<file path="src/rtl/wcb_pkg.sv">
`timescale 1ns/1ps
package wcb_pkg;
    localparam int LANES = 2;

    typedef enum logic {
        DIR_SEND = 1'b0,
        DIR_RECV = 1'b1
    } xfer_dir_e;
endpackage

</file>
<file path="src/rtl/wcb_tx_path.sv">
`timescale 1ns/1ps
module wcb_tx_path #(
    parameter  int BYTE_W = 8,
    localparam int WORD_W = 2 * BYTE_W
) (
    input  logic              clk,
    input  logic              rst_n,
    input  logic              active,
    input  logic              wide,
    input  logic              sw_clr,
    input  logic              ext_clr,
    input  logic              in_valid,
    output logic              in_ready,
    input  logic [BYTE_W-1:0] in_data,
    input  logic              in_last,
    input  logic              in_chain,
    output logic              out_valid,
    input  logic              out_ready,
    output logic [WORD_W-1:0] out_data,
    output logic              hold
);
    typedef struct packed {
        logic [BYTE_W-1:0] lo_byte;
        logic              lo_vld;
        logic [BYTE_W-1:0] kept_byte;
        logic              kept;
        logic [WORD_W-1:0] word;
        logic              word_vld;
        logic              word_pair;
    } tx_state_t;

    tx_state_t s_q, s_d;
    logic      take;

    always_comb begin
        s_d      = s_q;
        in_ready = active && (!s_q.word_vld || (out_ready && !s_q.word_pair));
        take     = in_valid && in_ready;

        if (s_q.word_vld && out_ready) begin
            s_d.word_vld = 1'b0;
            if (s_q.word_pair) begin
                s_d.kept      = 1'b0;
                s_d.word_pair = 1'b0;
            end
        end

        if (take) begin
            if (!wide) begin
                s_d.word      = {{BYTE_W{1'b0}}, in_data};
                s_d.word_vld  = 1'b1;
                s_d.word_pair = 1'b0;
                s_d.kept      = 1'b0;
            end else if (s_q.kept && !s_q.lo_vld) begin
                s_d.word      = {in_data, s_q.kept_byte};
                s_d.word_vld  = 1'b1;
                s_d.word_pair = 1'b1;
            end else if (s_q.lo_vld) begin
                s_d.word      = {in_data, s_q.lo_byte};
                s_d.word_vld  = 1'b1;
                s_d.word_pair = 1'b0;
                s_d.lo_vld    = 1'b0;
            end else if (in_last) begin
                if (in_chain) begin
                    s_d.kept_byte = in_data;
                    s_d.kept      = 1'b1;
                end else begin
                    s_d.word      = {{BYTE_W{1'b0}}, in_data};
                    s_d.word_vld  = 1'b1;
                    s_d.word_pair = 1'b0;
                end
            end else begin
                s_d.lo_byte = in_data;
                s_d.lo_vld  = 1'b1;
            end
        end

        if (sw_clr || ext_clr) begin
            s_d.kept = 1'b0;
        end
    end

    always_ff @(posedge clk or negedge rst_n) begin
        if (!rst_n) begin
            s_q <= '0;
        end else begin
            s_q <= s_d;
        end
    end

    assign out_valid = s_q.word_vld;
    assign out_data  = s_q.word;
    assign hold      = s_q.kept;
endmodule

</file>
<file path="src/rtl/wcb_rx_path.sv">
`timescale 1ns/1ps
module wcb_rx_path #(
    parameter  int BYTE_W = 8,
    localparam int WORD_W = 2 * BYTE_W
) (
    input  logic              clk,
    input  logic              rst_n,
    input  logic              active,
    input  logic              wide,
    input  logic              sw_clr,
    input  logic              in_valid,
    output logic              in_ready,
    input  logic [WORD_W-1:0] in_data,
    input  logic              in_last,
    input  logic              in_odd,
    input  logic              in_chain,
    output logic              out_valid,
    input  logic              out_ready,
    output logic [BYTE_W-1:0] out_data,
    output logic              hold,
    output logic              word_taken
);
    typedef struct packed {
        logic [WORD_W-1:0] shreg;
        logic [1:0]        rem;
        logic [BYTE_W-1:0] kept_byte;
        logic              kept;
    } rx_state_t;

    rx_state_t s_q, s_d;
    logic      deliver;
    logic      take;

    always_comb begin
        s_d       = s_q;
        deliver   = active && wide && s_q.kept && in_valid && (s_q.rem == 2'd0);
        out_valid = deliver || (s_q.rem != 2'd0);
        out_data  = deliver ? s_q.kept_byte : s_q.shreg[BYTE_W-1:0];
        in_ready  = active && (s_q.rem == 2'd0) && !(wide && s_q.kept);
        take      = in_valid && in_ready;

        if (out_valid && out_ready) begin
            if (deliver) begin
                s_d.kept = 1'b0;
            end else begin
                s_d.shreg = {{BYTE_W{1'b0}}, s_q.shreg[WORD_W-1:BYTE_W]};
                s_d.rem   = s_q.rem - 2'd1;
            end
        end

        if (take) begin
            if (wide) begin
                s_d.shreg = in_data;
                if (in_last && in_odd) begin
                    s_d.rem = 2'd1;
                    if (in_chain) begin
                        s_d.kept_byte = in_data[WORD_W-1:BYTE_W];
                        s_d.kept      = 1'b1;
                    end
                end else begin
                    s_d.rem = 2'd2;
                end
            end else begin
                s_d.shreg = {{BYTE_W{1'b0}}, in_data[BYTE_W-1:0]};
                s_d.rem   = 2'd1;
            end
        end

        if (sw_clr) begin
            s_d.kept = 1'b0;
        end
    end

    always_ff @(posedge clk or negedge rst_n) begin
        if (!rst_n) begin
            s_q <= '0;
        end else begin
            s_q <= s_d;
        end
    end

    assign hold       = s_q.kept;
    assign word_taken = take;
endmodule

</file>
<file path="src/rtl/wide_chain_byte_holder.sv">
`timescale 1ns/1ps
module wide_chain_byte_holder
    import wcb_pkg::*;
#(
    parameter  int BYTE_W = 8,
    localparam int WORD_W = LANES * BYTE_W
) (
    input  logic              clk,
    input  logic              rst_n,
    input  logic              xfer_dir,
    input  logic              wide_en,
    input  logic              clr_send_hold,
    input  logic              clr_recv_hold,
    input  logic              mem_tx_valid,
    output logic              mem_tx_ready,
    input  logic [BYTE_W-1:0] mem_tx_data,
    input  logic              mem_tx_last,
    input  logic              mem_tx_chain,
    output logic              bus_tx_valid,
    input  logic              bus_tx_ready,
    output logic [WORD_W-1:0] bus_tx_data,
    input  logic              bus_rx_valid,
    output logic              bus_rx_ready,
    input  logic [WORD_W-1:0] bus_rx_data,
    input  logic              bus_rx_last,
    input  logic              bus_rx_odd,
    input  logic              bus_rx_chain,
    output logic              mem_rx_valid,
    input  logic              mem_rx_ready,
    output logic [BYTE_W-1:0] mem_rx_data,
    output logic              send_hold,
    output logic              recv_hold
);
    logic send_active;
    logic recv_active;
    logic rx_word_taken;

    assign recv_active = (xfer_dir == logic'(DIR_RECV));
    assign send_active = !recv_active;

    wcb_tx_path #(.BYTE_W(BYTE_W)) tx_i (
        .clk       (clk),
        .rst_n     (rst_n),
        .active    (send_active),
        .wide      (wide_en),
        .sw_clr    (clr_send_hold),
        .ext_clr   (rx_word_taken),
        .in_valid  (mem_tx_valid),
        .in_ready  (mem_tx_ready),
        .in_data   (mem_tx_data),
        .in_last   (mem_tx_last),
        .in_chain  (mem_tx_chain),
        .out_valid (bus_tx_valid),
        .out_ready (bus_tx_ready),
        .out_data  (bus_tx_data),
        .hold      (send_hold)
    );

    wcb_rx_path #(.BYTE_W(BYTE_W)) rx_i (
        .clk        (clk),
        .rst_n      (rst_n),
        .active     (recv_active),
        .wide       (wide_en),
        .sw_clr     (clr_recv_hold),
        .in_valid   (bus_rx_valid),
        .in_ready   (bus_rx_ready),
        .in_data    (bus_rx_data),
        .in_last    (bus_rx_last),
        .in_odd     (bus_rx_odd),
        .in_chain   (bus_rx_chain),
        .out_valid  (mem_rx_valid),
        .out_ready  (mem_rx_ready),
        .out_data   (mem_rx_data),
        .hold       (recv_hold),
        .word_taken (rx_word_taken)
    );
endmodule


</file>
<file path="config.mk">
export PLATFORM = sky130hd
export DESIGN_NAME = wide_chain_byte_holder
export DESIGN_NICKNAME = d
export VERILOG_FILES = /design/src/rtl/wcb_pkg.sv /design/src/rtl/wcb_tx_path.sv /design/src/rtl/wcb_rx_path.sv /design/src/rtl/wide_chain_byte_holder.sv
export SDC_FILE = /design/constraint.sdc
export NUM_CORES = 1
export LEC_CHECK = 0
export ABC_CLOCK_PERIOD_IN_PS = 4700
export BUFFER_PORTS_ARGS = -buffer_cell sky130_fd_sc_hd__buf_4
export CORE_UTILIZATION = 58
export CTS_CLUSTER_SIZE = 24
export DETAILED_ROUTE_END_ITERATION = 12
export GPL_TIMING_DRIVEN = 0
export PLACE_DENSITY = 0.85
export SETUP_SLACK_MARGIN = 0.15
export SLEW_MARGIN = 0
export SYNTH_ARGS = -nofsm -noshare
export SYNTH_HDL_FRONTEND = slang
export SYNTH_SLANG_ARGS = --single-unit
</file>
<file path="constraint.sdc">
create_clock -name clk -period 4.7 [get_ports clk]
set_input_delay 0.235 -clock clk [delete_from_list [all_inputs] [get_ports clk]]
set_output_delay 0.235 -clock clk [all_outputs]
set_load 0.05 [all_outputs]
</file>
==> results of run 1 <==
## cells by family after synthesis
family	after synthesis	share of synthesized area [%]
AO/OA/AOI/OAI	72	15.9
XOR/XNOR	1	0.287
adder cells (fa/ha/maj)	1	0.410
buffers and inverters	53	10.0
flip-flops	63	51.6
multiplexers	32	12.8
AND/OR/NAND/NOR	48	8.97
## final cells by class
class,count,share of cell area [%]
sequential,63,41.2
multi-input combinational,154,30.6
timing repair buffer,68,13.4
buffer,31,5.85
clock buffer,12,4.05
tap,70,2.29
inverter,22,2.16
clock inverter,3,0.490
## path summary, 6_finish.rpt
check	startpoint	to	slack (ns)	cells after the start
min	clr_recv_hold	rx_i.hold	0.03	2
max reg2reg	rx_i.s_q[9]	rx_i.s_q[2]	2.56	7
max	rx_i.s_q[9]	mem_rx_data[6]	1.94	8
min reg2reg	tx_i.s_q[20]	tx_i.s_q[20]	0.49	1
min in group asynchronous	rst_n	tx_i.out_data[10]	0.52	2
max in group asynchronous	rst_n	rx_i.s_q[11]	3.68	2
## power by group through the flow
stage          clock, mW  combinational (mW)  sequential [mW]
2_1_floorplan          0               0.614            0.756
3_3_place_gp           0               0.820            0.764
3_5_place_dp           0               0.847            0.773
4_1_cts            0.421               0.850            0.767
5_1_grt            0.445               0.902            0.785
6_report           0.415               0.844            0.769
## layer usage
layer  vias up  GRT usage (%)
met5         -              0
met3        14           8.27
met1      1161           32.5
met4         0           11.9
li1       1103              -
met2        83           45.7
## synth_stat cells (2+ instances only)
master and count:
a21boi_0 2, a21o_1 2, a21oi_1 11, a22o_1 8, a22oi_1 9, and2_1 3, and4_1 2, buf_1 2
buf_2 4, buf_4 19, buf_6 2, clkbuf_1 3, dfrtp_1 63, inv_1 21, mux2_1 8, mux2_2 16
mux2_4 8, nand2_1 12, nand2b_1 3, nand3_1 6, nand4_1 9, nor2_1 5, nor2b_1 2, o21ai_0 19
o22ai_1 8, o2bb2ai_1 8
## cells in the final DEF (no fill, tap or decap), types with 3 or more instances in the layout
cell        n
buf_4      86
dfrtp_1    63
inv_1      21
o21ai_0    19
mux2_2     16
nand2_1    12
a21oi_1    11
clkbuf_8   11
nand4_1     9
a22oi_1     9
o2bb2ai_1   8
mux2_1      8
mux2_4      8
a22o_1      8
o22ai_1     8
nand3_1     6
nor2_1      5
buf_2       4
clkbuf_1    4
nand2b_1    3
and2_1      3
## state kept, by name (all words and copies together) (netlist names)
| signal | count |
|---|---|
| tx_i.s_q | 18 |
| tx_i.out_valid | 1 |
| rx_i.s_q | 26 |
| rx_i.hold | 1 |
| tx_i.out_data | 16 |
| tx_i.hold | 1 |
==> reports/results.tsv, run 1 <==
metric	value	unit
grt-ovfl-total	0	
hold_viol	0	
worst_path_max_delay_cell	nor2_1	
drive_above_1_share	39.1	%
clk_path_buf_depth	2	
clock-sinks	63	
regArea	0.00158	mm^2
setup_ws	1.94	ns
fillers	394	
required	4.47	ns
cts_tree	yes	
critical_path_class	reg -> out	
setup_viol	0	
pwr-share-clk	20.5	%
fmax	0.362	GHz
grt_pass1_vias	2381	
crit_buf_inv	3	
avgViaCountPerCell	5.58	
status	complete, no violations	
final_nets	389	
p_leak	1.84	nW
final_core_util	75.4	%
slowest_delay	0.50	ns
async_flop_share	100	%
timing.hold.ws	0.0339	ns
fin_cells	423	
grt_pass1_wl	11000	um
wl	6820	um
tightestPinTransition	0.775	ns
dr.first_iter.drc_count	164	
slew_headroom	48.4	%
grt_usage	27.3	%
die_area	0.00556	mm^2
initial_core_util	60.2	%
worstPathCellList	inv_1 > ha_1 > nand2_2 > nor2_1 > clkbuf_1 > nand2_1 > o21ai_0 > buf_4	
grt_max_degree	64	
avgSynthCellArea	11.3	um^2
dieWidth	74.6	um
fin_crit_sh	58.7	%
power.internal	1.24	mW
arrival	2.52	ns
syn-cell-area	0.00305	mm^2
antenna_found_initial	0	
cap_violations	0	
wl_met2	3500	um
synth.top_cell.area_share	51.6	%
fin_area	0.00383	mm^2
drv_slew	0	
p_seq_share	37.9	%
multi_input_area	0.00117	mm^2
worstSetupEndpointType	output pin	
area_growth	25.4	%
synthDistinctLibCells	41	
wl_met3	382	um
synth_nets	310	
cts.htree.levels	3	
clkTransAtPathRegs	0.07	ns
placed_area	0.00364	mm^2
hp-class	in -> reg	
ir_worst_vdd	0.374	mV
dp.cells	407	
cts_root_buf	clkbuf_8	
cts_made_buffers	9	
vias	2361	
synth-seq-area-share	51.6	%
fin_crit	2.76	ns
fp.coreArea	0.00507	mm^2
ctsHoldBuffers	1	
total_power	2.03	mW
cts_setup_buffers	0	
wl_per_cell	16.1	um
gp_congestion	0.817	
dp_slack	2.32	ns
dpl.hpwl	4800	um
ios	69	
cts_resized	0	
ys_ff_latch	63	
switchingPower	0.790	mW
drtPass1Iterations	4	
worstPathMaxFanout	10	
switching_share	39.0	%
synth_edf_count	0	
synth_top_area_cell	dfrtp_1	
highest_layer	met4	
combPwrFrac	41.6	%
ant_nets	0	
setup_tns	0	ns
diodes	0	
synth.area.top_cells	dfrtp_1 52%, mux2_2 5.9%, buf_4 4.7%, mux2_4 3.9%, o21ai_0 3.1%	
wl_met1	2820	um
syn_inst	270	
port_buffers	67	
ys.flop_type	dfrtp_1	
critPathLaunchType	register	
drc	0	
fp.dieH	74.6	um
row_count	26	
clk_latency	0.34	ns
rsz0062_at_grt	false	
skew	0.00968	ns
p_per_area	530	mW/mm^2
yosys_warnings	0	
critical_path.top_delay_family	buffers and inverters	
Power figures use the tool's default switching activity.
==> inputs of run 2 (changes only) <==
--- a/config.mk
+++ b/config.mk
@@ -5,13 +5,13 @@
 export SDC_FILE = /design/constraint.sdc
 export NUM_CORES = 1
 export LEC_CHECK = 0
-export ABC_CLOCK_PERIOD_IN_PS = 4700
+export ABC_CLOCK_PERIOD_IN_PS = 2290
 export BUFFER_PORTS_ARGS = -buffer_cell sky130_fd_sc_hd__buf_4
-export CORE_UTILIZATION = 58
+export CORE_UTILIZATION = 49
 export CTS_CLUSTER_SIZE = 24
 export DETAILED_ROUTE_END_ITERATION = 12
 export GPL_TIMING_DRIVEN = 0
-export PLACE_DENSITY = 0.85
+export PLACE_DENSITY = 0.76
 export SETUP_SLACK_MARGIN = 0.15
 export SLEW_MARGIN = 0
 export SYNTH_ARGS = -nofsm -noshare
==> constraint.sdc (replaced) <==
create_clock -name clk -period 2.29 [get_ports clk]
set_input_delay 0.1145 -clock clk [delete_from_list [all_inputs] [get_ports clk]]
set_output_delay 0.1145 -clock clk [all_outputs]
set_load 0.05 [all_outputs]
==> run 2 against run 1 <==
Sequential cell count unchanged. Sequential power increased by 100%. Combinational power increased by 100%. Worst hold slack got worse by 0.019 ns. Critical path type unchanged. Critical endpoint unchanged. Largest cell class unchanged. Highest routed layer unchanged.
==> reports/results.tsv, run 2 (synthesis results as in run 1) <==
metric	value	unit	change
status	complete, no violations		unchanged
critical_path_class	reg -> out		unchanged
grt_pass1_wl	11200	um	was 11,000 um
worstSetupEndpointType	output pin		unchanged
clock-sinks	63		unchanged
combPwrFrac	41.6	%	about the same
final_common_cell	buf_4		unchanged
final_cell_mix	90 x buf_4, 63 x dfrtp_1, 21 x inv_1		was 86 x buf_4, 63 x dfrtp_1, 21 x inv_1
drive_above_1_share	40.4	%	was 39.1%
ant_nets	0		unchanged
required	2.18	ns	was 4.47 ns
die_area	0.00655	mm^2	was 0.00556 mm^2
regMostFlops	rx_i.s_q		unchanged
tightestPinTransition	0.787	ns	was 0.775 ns
largest_reg_flops	26		unchanged
row_count	28		was 26
grt_usage	22.8	%	was 27.3%
switchingPower	1.62	mW	was 0.790 mW
final_nets	395		was 389
slew_headroom	47.5	%	was 48.4%
cts_tree	yes		unchanged
fp.dieH	81.0	um	was 74.6 um
diodes	0		unchanged
fp.coreArea	0.00596	mm^2	was 0.00507 mm^2
dr.first_iter.drc_count	134		was 164
skew	0.00844	ns	was 0.00968 ns
dp.cells	412		was 407
cts_made_buffers	9		unchanged
fmax	0.494	GHz	
initial_core_util	51.3	%	was 60.2%
setup_viol	0		unchanged
drc	0		unchanged
pwr-share-clk	20.7	%	was 20.5%
switching_share	38.8	%	was 39.0%
p_seq_share	37.6	%	was 37.9%
clk_latency	0.33	ns	was 0.34 ns
wl_per_cell	15.5	um	was 16.1 um
clkTransAtPathRegs	0.07	ns	about the same
p_leak	1.87	nW	was 1.84 nW
gp_congestion	0.833		was 0.817
total_power	4.16	mW	was 2.03 mW
dieWidth	81.0	um	was 74.6 um
rsz0062_at_grt	true		was false
cts_root_buf	clkbuf_8		unchanged
area_growth	27.7	%	was 25.4%
fin_crit_sh	88.4	%	
cts.htree.levels	3		unchanged
drtPass1Iterations	4		unchanged
dpl.hpwl	4550	um	was 4800 um
power.internal	2.55	mW	was 1.24 mW
clk_path_buf_depth	2		unchanged
avgViaCountPerCell	5.38		was 5.58
grt_pass1_vias	2435		was 2,381
vias	2336		was 2,361
critPathLaunchType	register		unchanged
hold_viol	0		unchanged
ir_worst_vdd	0.599	mV	was 0.374 mV
arrival	1.91	ns	was 2.52 ns
antenna_found_initial	0		unchanged
fin_cells	434		was 423
grt-ovfl-total	0		unchanged
cap_violations	0		unchanged
p_per_area	1070	mW/mm^2	was 530 mW/mm^2
timing.hold.ws	0.0150	ns	was 0.0339 ns
worstPathMaxFanout	10		unchanged
ios	69		unchanged
drv_slew	0		unchanged
port_buffers	67		unchanged
grt_max_degree	64		unchanged
fin_crit	2.02	ns	
hp-class	in -> reg		unchanged
wl	6740	um	was 6820 um
run 2: changes by cell type in the layout (fill, tap and decap cells not counted):
cell           change
buf_4              +4
dlygate4sd3_1      +2
a21oi_1            -1
a21oi_2            +1
clkbuf_1           -1
clkbuf_4           +1
nor2_1             -1
nor2_4             +1
run 2: cell type report:
cell class	instances	area (um^2)
buffer	31	228
clock buffer	12	155
clock inverter	3	18.8
fill	499	2060
inverter	22	82.6
multi-input combinational	154	1180
sequential	63	1580
tap	75	93.8
timing repair buffer	74	563
run 2: worst max-delay path: stages, from the launching register on:
cell and delay, ns:
dfrtp_1 0.36, inv_1 0.09, ha_1 0.28, nand2_2 0.14, nor2_4 0.14, clkbuf_4 0.22, nand2_1 0.06, o21ai_0 0.07
buf_4 0.22
run 2: metal layers:
metal | up-vias | track usage [%] | share of wire (%)
li1 | 1121 | - | -
met5 | - | 0 | 0
met4 | 0 | 9.82 | 1.4
met1 | 1136 | 28.3 | 45
met2 | 69 | 38.7 | 49
met3 | 10 | 4.49 | 4.6
run 2: final timing paths:
kind	start	slack [ns]	end	depth (start not counted)
setup / recovery	rx_i.s_q[9]	0.27	mem_rx_data[6]	8
hold / removal	bus_rx_data[9]	0.02	rx_i.s_q[20]	2
setup reg to reg	rx_i.s_q[9]	0.40	rx_i.s_q[5]	7
hold reg to reg	tx_i.out_data[0]	0.49	tx_i.out_data[0]	1
max in group asynchronous	rst_n	1.35	rx_i.s_q[19]	2
min in group asynchronous	rst_n	0.42	tx_i.out_data[8]	2
run 2: per-stage QoR:
stage | utilization (%) | instance area, um^2 | setup TNS (ns) | setup slack (ns)
after floorplan | - | 3060 | -0.0865 | -0.0108
after global placement | 61.4 | 3650 | 0 | 0.0495
after detailed placement | 61.4 | 3650 | 0 | 0.0239
after CTS | 65.2 | 3880 | 0 | 0.176
after global routing | 65.5 | 3900 | 0 | 0.146
final | 65.5 | 3900 | 0 | 0.266
run 2: timing repair:
item,4_1_cts,5_1_grt
gates resized for setup,4,0
endpoints found under the hold margin,65,0
endpoints found under the setup margin,8,8
hold buffers,3,0
setup buffers,2,2
pin swaps,2,1
run 2: power groups by stage:
stage / clock, mW / combinational, mW / sequential (mW)
after floorplan: 0 / 1.26 / 1.55
after global placement: 0 / 1.69 / 1.57
after detailed placement: 0 / 1.72 / 1.58
after CTS: 0.877 / 1.73 / 1.56
after global routing: 0.920 / 1.86 / 1.60
final: 0.863 / 1.73 / 1.57
==> inputs of run 3 (changes only) <==
--- a/config.mk
+++ b/config.mk
@@ -12,7 +12,7 @@
 export DETAILED_ROUTE_END_ITERATION = 12
 export GPL_TIMING_DRIVEN = 0
 export PLACE_DENSITY = 0.76
-export SETUP_SLACK_MARGIN = 0.15
+export SETUP_SLACK_MARGIN = 0.3
 export SLEW_MARGIN = 0
 export SYNTH_ARGS = -nofsm -noshare
 export SYNTH_HDL_FRONTEND = slang
==> run 3 against run 2 <==
Count of clock-buffer cells in the layout stayed put. First-iteration DRC count is 16% lower. Via count is 0.81% higher. Combinational power is 3% higher. Global-route usage is 0.093 points higher. Critical endpoint is now mem_rx_data[0]. Largest power group unchanged.
==> reports/results.tsv, run 3 (synthesis results as in run 1) <==
metric	value	unit	change
status	complete, no violations		unchanged
clk_path_buf_depth	2		unchanged
setup_viol	0		unchanged
cts.htree.levels	3		unchanged
drive_above_1_share	40.7	%	was 40.4%
drv_slew	0		unchanged
initial_core_util	51.3	%	unchanged
grt_pass1_vias	2361		was 2,435
hp-class	in -> reg		unchanged
grt_max_degree	64		unchanged
multi_input_area	0.00120	mm^2	was 0.00118 mm^2
port_buffers	67		unchanged
vias	2355		was 2,336
diodes	0		unchanged
grt_pass1_wl	11200	um	about the same
area_growth	28.4	%	was 27.7%
required	2.18	ns	about the same
final_cell_mix	89 x buf_4, 63 x dfrtp_1, 19 x inv_1		was 90 x buf_4, 63 x dfrtp_1, 21 x inv_1
regArea	0.00158	mm^2	unchanged
clock-sinks	63		unchanged
cts_tree	yes		unchanged
fin_area	0.00392	mm^2	was 0.00390 mm^2
clk_latency	0.33	ns	about the same
p_per_area	1060	mW/mm^2	was 1070 mW/mm^2
hold_viol	0		unchanged
cts_root_buf	clkbuf_8		unchanged
drc	0		unchanged
arrival	1.76	ns	was 1.91 ns
final_core_util	65.8	%	was 65.5%
clkTransAtPathRegs	0.07	ns	about the same
dieWidth	81.0	um	unchanged
worstPathMaxFanout	5		was 10
fin_crit_sh	81.6	%	was 88.4%
ant_nets	0		unchanged
critical_path_class	reg -> out		unchanged
row_count	28		unchanged
largest_reg_flops	26		unchanged
die_area	0.00655	mm^2	unchanged
cts_made_buffers	9		unchanged
avgViaCountPerCell	5.40		was 5.38
antenna_found_initial	0		unchanged
tightestPinTransition	0.789	ns	was 0.787 ns
worstSetupEndpointType	output pin		unchanged
placed_area	0.00366	mm^2	was 0.00365 mm^2
regMostFlops	rx_i.s_q		unchanged
dpl.hpwl	4620	um	was 4550 um
fp.coreArea	0.00596	mm^2	unchanged
slew_headroom	47.4	%	was 47.5%
dp.cells	412		unchanged
fp.dieH	81.0	um	unchanged
fin_crit	1.87	ns	was 2.02 ns
timing.hold.ws	0.0146	ns	was 0.0150 ns
critPathLaunchType	register		unchanged
final_common_cell	buf_4		unchanged
setup_tns	0	ns	unchanged
grt-ovfl-total	0		unchanged
wl	6720	um	was 6740 um
final_nets	396		was 395
fmax	0.535	GHz	was 0.494 GHz
p_leak	1.87	nW	about the same
grt_usage	22.9	%	was 22.8%
fin_cells	436		was 434
rsz0062_at_grt	false		was true
fillers	488		was 499
ir_worst_vdd	0.983	mV	was 0.599 mV
skew	0.0137	ns	was 0.00844 ns
drtPass1Iterations	4		unchanged
cap_violations	0		unchanged
gp_congestion	0.791		was 0.833
dr.first_iter.drc_count	113		was 134
wl_per_cell	15.4	um	was 15.5 um
ios	69		unchanged
run 3: changes by cell type in the layout (fill, tap and decap cells not counted), moves of 2 or more:
cell,delta
inv_2,+2
inv_1,-2
buf_6,+2
clkbuf_8,-2
clkbuf_1,+2
run 3: metrics by stage:
stage                     total power [mW]  setup WS [ns]
after floorplan                       2.82        -0.0108
after global placement                3.27         0.0689
after detailed placement              3.32         0.0665
after CTS                             4.13          0.303
after global routing                  4.37          0.306
final                                 4.15          0.420
run 3: worst paths after layout:
check | startpoint | end | slack (ns) | cells past startpoint
worst max register to register | tx_i.hold | tx_i.out_data[1] | 0.43 | 5
worst min-delay path | bus_rx_data[13] | rx_i.s_q[24] | 0.01 | 2
min in group asynchronous | rst_n | tx_i.out_data[10] | 0.40 | 2
max in group asynchronous | rst_n | rx_i.hold | 1.37 | 2
worst min register to register | tx_i.s_q[20] | tx_i.s_q[20] | 0.49 | 1
worst max-delay path | rx_i.s_q[10] | mem_rx_data[0] | 0.42 | 8
run 3: cell type report:
class	count	area share [%]
timing repair buffer	75	14.7
clock inverter	4	0.574
multi-input combinational	154	30.7
inverter	22	2.11
tap	75	2.39
sequential	63	40.2
clock buffer	12	3.45
buffer	31	5.90
run 3: report_power, final:
part	switching [mW]	internal, mW	total (mW)
Clock	0.414	0.388	0.803
Sequential	0.146	1.42	1.57
Combinational	1.07	0.710	1.78
Total	1.63	2.52	4.15
run 3: what timing repair did:
item / 4_1_cts / 5_1_grt
hold endpoints to repair: 66 / 0
setup endpoints to repair: 16 / 8
hold buffers: 4 / 0
setup buffers: 3 / 1
gates resized for setup: 5 / 7
pin swaps: 2 / 2
run 3: worst max-delay path, stage by stage, from the launching register on:
cell     delay, ns
dfrtp_1       0.39
inv_2         0.08
ha_4          0.15
nand2_2       0.10
nor2_4        0.19
buf_6         0.14
nand2_1       0.05
o21ai_0       0.09
buf_4         0.24
run 3: routing by layer:
layer | wire [um] | vias up | track usage [%]
li1 | - | 1118 | -
met1 | 2960 | 1142 | 27.7
met2 | 3270 | 84 | 38.3
met3 | 405 | 11 | 6.07
met4 | 87 | 0 | 10.0
met5 | 0 | - | 0
